File: src/rtl/byte_cpu.sv
module byte_cpu (
  input  logic        clk,
  input  logic        rst,
  output logic [7:0]  mem_addr,
  output logic [7:0]  mem_wdata,
  input  logic [7:0]  mem_rdata,
  output logic        mem_we,
  output logic [7:0]  dbg_pc,
  output logic [31:0] dbg_regs
);

  localparam int W  = 8;
  localparam int NR = 4;

  typedef enum logic [1:0] {PH_FETCH = 2'd0, PH_EXEC = 2'd1, PH_MEM = 2'd2} phase_t;

  phase_t       phase;
  logic [W-1:0] pc, ir;
  logic [W-1:0] rf [NR];

  wire [1:0]   mov_rd = ir[6:5];
  wire [W-1:0] mov_v  = {3'b000, ir[4:0]};
  wire [1:0]   cmp_a  = ir[5:4];
  wire [1:0]   cmp_b  = ir[3:2];
  wire [1:0]   cmp_t  = ir[1:0];
  wire [1:0]   op_x   = ir[3:2];
  wire [1:0]   op_y   = ir[1:0];
  wire         is_mov = ~ir[7];
  wire         is_blt = ir[7:6] == 2'b10;
  wire         is_mem = ir[7:5] == 3'b110;
  wire         is_st  = ir[4];
  wire         is_mul = ir[4];
  wire [W-1:0] pc_inc = pc + 8'd1;
  wire         lower  = rf[cmp_a] < rf[cmp_b];

  always_ff @(posedge clk) begin
    if (rst) begin
      phase <= PH_FETCH;
      pc    <= '0;
      ir    <= '0;
      for (int i = 0; i < NR; i++) rf[i] <= '0;
    end else begin
      case (phase)
        PH_FETCH: begin
          ir    <= mem_rdata;
          phase <= PH_EXEC;
        end
        PH_EXEC: begin
          phase <= PH_FETCH;
          if (is_mov) begin
            rf[mov_rd] <= mov_v;
            pc         <= pc_inc;
          end else if (is_blt) begin
            pc <= lower ? rf[cmp_t] : pc_inc;
          end else if (is_mem) begin
            phase <= PH_MEM;
          end else begin
            rf[op_x] <= is_mul ? rf[op_x] * rf[op_y] : rf[op_x] + rf[op_y];
            pc       <= pc_inc;
          end
        end
        PH_MEM: begin
          if (!is_st) rf[op_x] <= mem_rdata;
          pc    <= pc_inc;
          phase <= PH_FETCH;
        end
        default: phase <= PH_FETCH;
      endcase
    end
  end

  assign mem_addr  = (phase == PH_MEM) ? rf[op_y] : pc;
  assign mem_wdata = rf[op_x];
  assign mem_we    = (phase == PH_MEM) && is_st;
  assign dbg_pc    = pc;
  assign dbg_regs  = {rf[3], rf[2], rf[1], rf[0]};

endmodule

File: config.mk
export PLATFORM = sky130hd
export DESIGN_NAME = byte_cpu
export DESIGN_NICKNAME = d
export VERILOG_FILES = /design/src/rtl/byte_cpu.sv
export SDC_FILE = /design/constraint.sdc
export NUM_CORES = 1
export LEC_CHECK = 0
export CORE_MARGIN = 3
export CORE_UTILIZATION = 40
export CTS_CLUSTER_DIAMETER = 100
export DETAILED_ROUTE_END_ITERATION = 6
export SYNTH_ARGS = -nofsm -noshare
export SYNTH_HDL_FRONTEND = slang
export SYNTH_SLANG_ARGS = --single-unit
export TNS_END_PERCENT = 100
File: constraint.sdc
create_clock -name clk -period 7 [get_ports clk]
set_input_delay 1.05 -clock clk [delete_from_list [all_inputs] [get_ports clk]]
set_output_delay 1.05 -clock clk [all_outputs]
set_load 0.05 [all_outputs]
==> metrics.cfg, run 1 <==
[placed_design]
portBuffers = 66
place_congestion = 0.902
dp_slack_ps = 1730
place_hpwl_mm = 9.45

[clocking]
post_cts.repair.setup_buffers = 0
cts_tree = built
clock_sinks = 56
postCtsHoldBufs = 0
cts_resized = 0
clk_latency_ps = 320
htreeDepth = 2
clkTransAtPathRegs_ps = 110
cts_inserted_buffers = 5
cts.path.max_buffers = 2
clk_root_buffer_cell = clkbuf_8

[floorplanning]
initial_core_util_pct = 41.8
core_um2 = 10500
fp-row-count = 37
dieArea_um2 = 12200
die_height_um = 111
die_x_um = 111
ios = 67

[yosys]
synth_nets = 488
netlist_instances = 431
yosysUniqueCellTypes = 39
synth-async-reset-ratio_pct = 0
synth-edff-count = 32
synth_flop_cell = edfxtp_1
yosysSeqAreaShare_pct = 33.0
synth-compound-area-share_pct = 7.52
yosys-top-cells-area = edfxtp_1, mux4_2, dfxtp_1
synth_top_area_share_pct = 22.0
syn_area_um2 = 4370
yosysMostFrequentCell = nor2_1
synthSimpleGateAreaFrac_pct = 15.2
synthTopCellsByCount = nor2_1, inv_1, nand2_1, ha_1, edfxtp_1
synth_adder_area_share_pct = 15.7
avgSynthCellArea_um2 = 10.1
synth_top_family_by_area = multiplexers
synthMuxAreaShare_pct = 17.7
yosysTopAreaCell = edfxtp_1
synth_xor_xnor_area_share_pct = 4.49
yosys_register_bits = 56
synth_warnings = 0

[timing]
fmax_mhz = 190
hold_viol = 0
rsz0062_at_grt = no
worst_slew_pin_slew_ps = 929
worst_slack_ps = 1750
finalSetupTns_ps = 0
holdWs_ps = 531
min_period_ps = 5250
maxSlewHeadroom_pct = 37.8
period_share_pct = 75.1
fin_skew_ps = 12.4
setup_viol = 0
maxSlewViolCount = 0

[cells_and_area]
fillers = 1020
layout-drive-gt1-share_pct = 8.59
fin_nets = 545
diodes = 0
area_delta_synth_final_pct = 19.1

[setup_path]
timing.critical_path.mode_cell = inv_1
cp-end-kind = flop
slowest_delay_ps = 710
worstPathCellList = mux4_2, ha_1, inv_1, fa_1, inv_1, fa_1, ha_1, inv_1, fa_1, inv_1, ha_1, a21o_1, a21oi_1, xnor3_1, xnor2_2, xnor2_1, a21o_1, nor2_1
cp_max_fo = 8
required_ps = 7070
arrival_ps = 5320
crit_path_top_delay_cell = mux4_2
path_class = reg -> reg
start_kind = flop

[global_routing]
grt_pass1_vias = 3534
grt_max_degree = 24
grt_pass1_wl_mm = 19.3
grt_usage_pct = 19.6
antenna_found_initial = 0
overflow = 0

[route]
ant_nets = 0
vias = 3414
post_drt_wl_per_cell_um = 19.0
post_drt_via_cell_ratio = 5.46
wl_met3_um = 677
first_pass_iters = 4
met1Wirelength_mm = 5.44
routed_wl_mm = 11.9
highest_layer = met4
drc = 0
dr_wl_met2_mm = 5.65
drtIter0Drc = 174

[hold_path]
worstHoldPathType = reg -> reg
holdCritStartpoint = dbg_pc[7]

[power]
ir_drop_uv = 94.5
p_leak_nw = 2.14
power_per_cell_area_nw_per_um2 = 188

[run_status]
outcome = finished clean

[flow_run]
cap_violations = 0

## layout by cell type (no fill, tap or decap), types with 3 or more instances in the layout
master            n
nand2_1          37
nor2_1           51
dfxtp_1          24
o22ai_1           3
and3_1            3
fa_1             13
clkdlybuf4s50_1  66
mux4_2           24
mux2_1            3
nand2b_1          7
inv_1            50
a21o_1            5
a221oi_1          4
a21oi_1          18
mux2_2            8
nor4_1            4
xnor2_1          13
clkbuf_8          6
edfxtp_1         32
nor2b_1          12
a22oi_1           5
a31oi_1           4
xor2_1            5
and2_1           15
o21ai_0           7
nor3_1            6
mux2i_1          11
ha_1             34
nand3_1           7
## cell type report
class	count	area, um^2	area share (%)
Timing Repair Buffer	66	661	12.7
Clock buffer	7	86.3	1.66
Clock inverter	1	8.76	0.168
Inverter	50	188	3.60
Tap cell	136	170	3.27
Multi-Input combinational cell	309	2650	50.9
Sequential cell	56	1440	27.7
## power by group
group | internal [mW] | switching [mW]
clock | 0.0816 | 0.113
combinational | 0.154 | 0.231
sequential | 0.368 | 0.0308
total | 0.604 | 0.375
## worst max-delay path, delay by kind of cell, from the launching register on
kind | cells | cell delay (ps)
fa+ha+maj | 6 | 2030
compound gates | 3 | 610
xor+xnor | 3 | 690
buf+inv | 4 | 220
mux | 1 | 710
simple gates | 1 | 60
flops | 1 | 680
## through the flow
step | instances | power, mW | util [%] | cell area, um^2
finish | 625 | 0.979 | 49.8 | 5210
global route | 625 | 1.04 | 49.8 | 5210
CTS | 625 | 0.985 | 49.8 | 5210
detailed placement | 617 | 0.793 | 48.9 | 5110
global placement | 617 | 0.787 | 48.9 | 5110
floorplan | 431 | 0.684 | - | 4370
## per-layer routing
layer,up-vias,global-route usage (%)
met5,-,0
met4,0,4.52
met3,10,3.01
met2,110,32.0
met1,1688,27.6
li1,1606,-
## path summary, 6_finish.rpt
check | endpoint | slack (ps) | cells past startpoint
worst max register to register | rf[1][7] | 1750 | 18
worst min-delay path | dbg_pc[7] | 530 | 2
worst max-delay path | rf[1][7] | 1750 | 18
worst min register to register | dbg_pc[7] | 530 | 2
## kinds of logic after synthesis
logic type               after synthesis
AO/OA/AOI/OAI                         52
XOR/XNOR                              20
adder cells (fa/ha/maj)               47
buffers and inverters                 66
flip-flops                            56
multiplexers                          46
AND/OR/NAND/NOR                      144
Note: power is estimated with default switching activity, not from simulation.
==> inputs of run 2 (changes only) <==
- clock period: 7 -> 5.46 ns (I/O delays scaled with it)
==> run 2 against run 1 <==
Effect of this change: non-clock buffer count increased by 3; critical endpoint is now rf[2][7]; utilization up 0.13 points; hold slack improved by 2.0 ps; cell count increased by 0.48%; die area stayed put; sequential share of layout area fell by 0.073 points; clock skew down 5.4 ps.
==> metrics.cfg, run 2 (same netlist as run 1, synthesis figures left out) <==
[power]
power_frac_comb_pct = 40.1  ; +0.8 points
internal-power_uw = 762  ; +26%
switching_share_pct = 38.9  ; +0.55 points
power_per_cell_area_nw_per_um2 = 239  ; +27%
ir_drop_uv = 133  ; +41%
p_leak_nw = 2.15  ; +0.60%
pwr-share-seq_pct = 40.8  ; about the same
p_switching_uw = 485  ; +29%
p_clk_share_pct = 19.0  ; -0.9 points

[floorplanning]
initial_core_util_pct = 41.8  ; unchanged
fp-row-count = 37  ; unchanged
die_height_um = 111  ; unchanged
dieArea_um2 = 12200  ; unchanged
die_x_um = 111  ; unchanged
core_um2 = 10500  ; unchanged
ios = 67  ; unchanged

[clocking]
cts.path.max_buffers = 2  ; unchanged
clkTransAtPathRegs_ps = 110  ; about the same
clk_latency_ps = 320  ; about the same
clk_root_buffer_cell = clkbuf_8
post_cts.repair.setup_buffers = 0  ; unchanged
htreeDepth = 2  ; unchanged
cts_inserted_buffers = 5  ; unchanged
cts_resized = 0  ; unchanged
clock_sinks = 56  ; unchanged
postCtsHoldBufs = 0  ; unchanged
cts_tree = built

[flow_run]
cap_violations = 0  ; unchanged

[placed_design]
place_congestion = 0.880  ; -2.4%
portBuffers = 66  ; unchanged
place_hpwl_mm = 9.52  ; +0.73%
dp_slack_ps = 358  ; -1370 ps

[setup_path]
required_ps = 5530  ; -1540 ps
arrival_ps = 5190  ; -130 ps
start_kind = flop
cp-end-kind = flop
path_class = reg -> reg
cp_max_fo = 7  ; -1
r2r_slack_ps = 340  ; -1400 ps

[timing]
fin_skew_ps = 7.03  ; -5.40 ps
fmax_mhz = 195  ; +2.7%
worst_slack_ps = 343  ; -1400 ps
hold_viol = 0  ; unchanged
min_period_ps = 5120  ; -138 ps
period_share_pct = 93.7  ; +19 points
maxSlewViolCount = 0  ; unchanged
setup_viol = 0  ; unchanged
rsz0062_at_grt = no
worst_slew_pin_slew_ps = 807  ; -123 ps
finalSetupTns_ps = 0  ; unchanged
maxSlewHeadroom_pct = 46.0  ; +8.2 points

[route]
post_drt_wl_per_cell_um = 18.9  ; -0.69%
post_drt_via_cell_ratio = 5.45  ; -0.24%
ant_nets = 0  ; unchanged
drtIter0Drc = 173  ; -0.57%
vias = 3422  ; +0.23%
first_pass_iters = 5  ; +1
drc = 0  ; unchanged
routed_wl_mm = 11.9  ; -0.21%

[cells_and_area]
final_common_cell = clkdlybuf4s50_1
layout-drive-gt1-share_pct = 9.15  ; +0.56 points
final_cell_mix = clkdlybuf4s50_1, nor2_1, inv_1, nand2_1, ha_1
diodes = 0  ; unchanged
fillers = 1015  ; -0.49%
fin_nets = 548  ; +0.55%
area_delta_synth_final_pct = 19.4

[global_routing]
grt_usage_pct = 19.5  ; -0.14 points
overflow = 0  ; unchanged
grt_pass1_vias = 3510  ; -0.68%
antenna_found_initial = 0  ; unchanged
grt_max_degree = 20  ; -17%
grt_pass1_wl_mm = 19.1  ; -0.93%

[run_status]
outcome = finished clean

[hold_path]
worstHoldPathType = reg -> reg

-- run 2: area by class of cell --
type                       instances  area (um^2)  share of cell area, %
multi-input combinational        309         2650                   50.8
clock inverter                     3         17.5                  0.335
timing repair buffer              69          683                   13.1
sequential                        56         1440                   27.6
clock buffer                       5         68.8                   1.32
inverter                          50          188                   3.59
tap                              136          170                   3.26
-- run 2: critical path, cell delays in order, from the launching register on --
cell     delay (ps)
dfxtp_1         500
mux4_2          660
ha_1            230
inv_1           110
fa_1            400
inv_1            60
ha_1            240
fa_1            530
inv_1            50
fa_1            520
inv_1            40
ha_1            320
a21oi_1         200
xnor3_1         390
xnor2_2         200
xnor2_1         140
a21o_1          210
nor2_1           60
-- run 2: path summary, 6_finish.rpt --
| check | to | startpoint | depth (start not counted) |
|---|---|---|---|
| setup / recovery | rf[2][7] | flop | 17 |
| hold / removal | dbg_pc[0] | dbg_pc[0] | 2 |
| setup reg to reg | rf[2][7] | flop | 17 |
| hold reg to reg | dbg_pc[0] | dbg_pc[0] | 2 |
-- run 2: metal layers --
metal  GRT usage, %  up-vias  part of all wire (%)
met5              0        -                     0
met4           3.53        0                  0.90
met1           27.0     1681                    44
met2           32.9      116                    49
li1               -     1618                     -
met3           2.68        7                   5.9
-- run 2: stage by stage --
stage	hold slack, ps	instances	power [mW]	cell area, um^2	util (%)
2_1_floorplan	486	431	0.877	4370	-
3_5_place_dp	517	620	1.02	5130	49.1
6_report	533	628	1.25	5220	49.9
4_1_cts	534	628	1.25	5220	49.9
3_3_place_gp	510	620	1.01	5130	49.1
5_1_grt	579	628	1.32	5220	49.9
-- run 2: power groups by stage --
stage                     registers, mW  clock network (mW)  logic, mW
after CTS                         0.509               0.240      0.504
after floorplan                   0.558                   0      0.318
after global placement            0.517                   0      0.495
after detailed placement          0.518                   0      0.501
after global routing              0.514               0.256      0.551
final                             0.509               0.237      0.500
==> inputs of run 3 (changes only) <==
- CTS_CLUSTER_SIZE: unset -> 12
- clock period: 5.46 -> 5.2 ns (I/O delays scaled with it)
==> run 3 against run 2 <==
Effect of this change: power grew 6.0%; global-route usage grew 0.55 points; non-clock buffer count grew 13; sequential power grew 4.7%; routed wire length grew 1.6%; utilization grew 0.99 points; largest power group is now combinational cells.
==> metrics.cfg, run 3 (same netlist as run 1, synthesis figures left out) <==
[run_status]
outcome = finished clean

[clocking]
postCtsHoldBufs = 0  ; unchanged
clk_root_buffer_cell = clkbuf_8
cts_inserted_buffers = 5  ; unchanged
cts_tree = built
clkTransAtPathRegs_ps = 100  ; about the same
cts.path.max_buffers = 2  ; unchanged
clk_latency_ps = 310  ; about the same
htreeDepth = 2  ; unchanged
clock_sinks = 56  ; unchanged

[global_routing]
overflow = 0  ; unchanged
grt_usage_pct = 20.0  ; +0.55 points
grt_pass1_vias = 3526  ; +0.46%
grt_pass1_wl_mm = 19.6  ; +2.5%
grt_max_degree = 24  ; +20%
antenna_found_initial = 0  ; unchanged

[power]
p_switching_uw = 507  ; +4.6%
p_clk_share_pct = 18.6  ; -0.4 points
power_per_cell_area_nw_per_um2 = 248  ; +3.9%
pwr-share-seq_pct = 40.4  ; -0.4 points
p_leak_nw = 2.21  ; +2.9%
power_frac_comb_pct = 41.0  ; +0.9 points
internal-power_uw = 814  ; +6.9%
ir_drop_uv = 161  ; +20%
switching_share_pct = 38.4  ; -0.52 points

[setup_path]
cp-end-kind = flop
path_buf_inv = 4  ; unchanged
slowest_delay_ps = 540  ; -120 ps
required_ps = 5260  ; -270 ps
arrival_ps = 5000  ; -190 ps
path_class = reg -> reg
timing.critical_path.mode_cell = fa_1
cp_top_family = adder cells
crit_path_top_delay_cell = fa_1
worstPathCellList = buf_4, mux4_2, nand2_1, fa_1, fa_1, inv_1, fa_1, inv_1, fa_1, inv_1, ha_1, a21oi_2, xnor3_1, xnor2_2, xnor2_1, a21o_1, nor2_1
start_kind = flop
cp_max_fo = 7  ; unchanged

[route]
ant_nets = 0  ; unchanged
drc = 0  ; unchanged
post_drt_via_cell_ratio = 5.36  ; -1.7%
post_drt_wl_per_cell_um = 18.8  ; -0.42%
vias = 3435  ; +0.38%
first_pass_iters = 5  ; unchanged
routed_wl_mm = 12.1  ; +1.6%
drtIter0Drc = 167  ; -3.5%

[floorplanning]
fp-row-count = 37  ; unchanged
ios = 67  ; unchanged
core_um2 = 10500  ; unchanged
die_x_um = 111  ; unchanged
initial_core_util_pct = 41.8  ; unchanged
die_height_um = 111  ; unchanged
dieArea_um2 = 12200  ; unchanged

[timing]
min_period_ps = 4940  ; -180 ps
maxSlewViolCount = 0  ; unchanged
setup_viol = 0  ; unchanged
finalSetupTns_ps = 0  ; unchanged
fmax_mhz = 203  ; +3.6%
rsz0062_at_grt = no
fin_skew_ps = 8.97  ; +1.94 ps
hold_viol = 0  ; unchanged
maxSlewHeadroom_pct = 45.3  ; -0.73 points
holdWs_ps = 536  ; +3.38 ps
worst_slew_pin_slew_ps = 817  ; +11.0 ps
period_share_pct = 94.9  ; +1.2 points
worst_slack_ps = 263  ; -80.3 ps

[placed_design]
portBuffers = 66  ; unchanged
place_congestion = 0.915  ; +3.9%
dp_slack_ps = 105  ; -253 ps
place_hpwl_mm = 9.57  ; +0.57%

[cells_and_area]
layout-drive-gt1-share_pct = 12.1  ; +2.9 points
area_delta_synth_final_pct = 21.7
final_common_cell = clkdlybuf4s50_1
diodes = 0  ; unchanged
final_cell_mix = clkdlybuf4s50_1, nor2_1, inv_1, nand2_1, ha_1
fin_nets = 561  ; +2.4%

[hold_path]
worstHoldPathType = reg -> reg
holdCritStartpoint = dbg_pc[7]

[flow_run]
cap_violations = 0  ; unchanged

-- run 3: layer usage --
layer  part of all wire (%)  up-vias  track usage [%]
met3                    5.7       12             3.45
met5                      0        -                0
met2                     47      105             32.7
met4                    1.9        0             4.60
met1                     45     1664             27.9
li1                       -     1654                -
-- run 3: final cells by class --
class	count	area, um^2
fill	988	5140
timing repair buffer	82	781
clock inverter	1	8.76
inverter	50	188
clock buffer	7	76.3
sequential	56	1450
tap	136	170
multi-input combinational	309	2660
-- run 3: worst reg2reg max path, cell delays in order, from the launching register on --
cell	delay, ps
dfxtp_2	370
buf_4	170
mux4_2	430
nand2_1	100
fa_1	460
fa_1	550
inv_1	50
fa_1	470
inv_1	50
fa_1	520
inv_1	40
ha_1	320
a21oi_2	190
xnor3_1	370
xnor2_2	150
xnor2_1	170
a21o_1	230
nor2_1	60
-- run 3: final timing paths --
kind	cells after the start	slack (ps)	to
hold / removal	2	540	dbg_pc[7]
setup reg to reg	17	260	rf[1][7]
setup / recovery	17	260	rf[1][7]
hold reg to reg	2	540	dbg_pc[7]
-- run 3: power groups by stage --
stage | Clock [mW] | Sequential [mW] | Combinational [mW]
floorplan | 0 | 0.586 | 0.334
global placement | 0 | 0.542 | 0.527
CTS | 0.252 | 0.533 | 0.538
finish | 0.246 | 0.533 | 0.542
global route | 0.267 | 0.539 | 0.591
detailed placement | 0 | 0.543 | 0.534
-- run 3: repair_timing --
item	in CTS	in global routing
gates resized for setup	0	4
buffers inserted	0	3
endpoints found under the setup margin	0	4
hold endpoints to repair	0	0
-- run 3: per-stage QoR --
stage	std cells	power, mW	area (um^2)	utilization (%)
5_1_grt	641	1.40	5330	50.9
4_1_cts	638	1.32	5300	50.6
6_report	641	1.32	5330	50.9
3_3_place_gp	630	1.07	5210	49.8
3_5_place_dp	630	1.08	5210	49.8
2_1_floorplan	431	0.920	4370	-
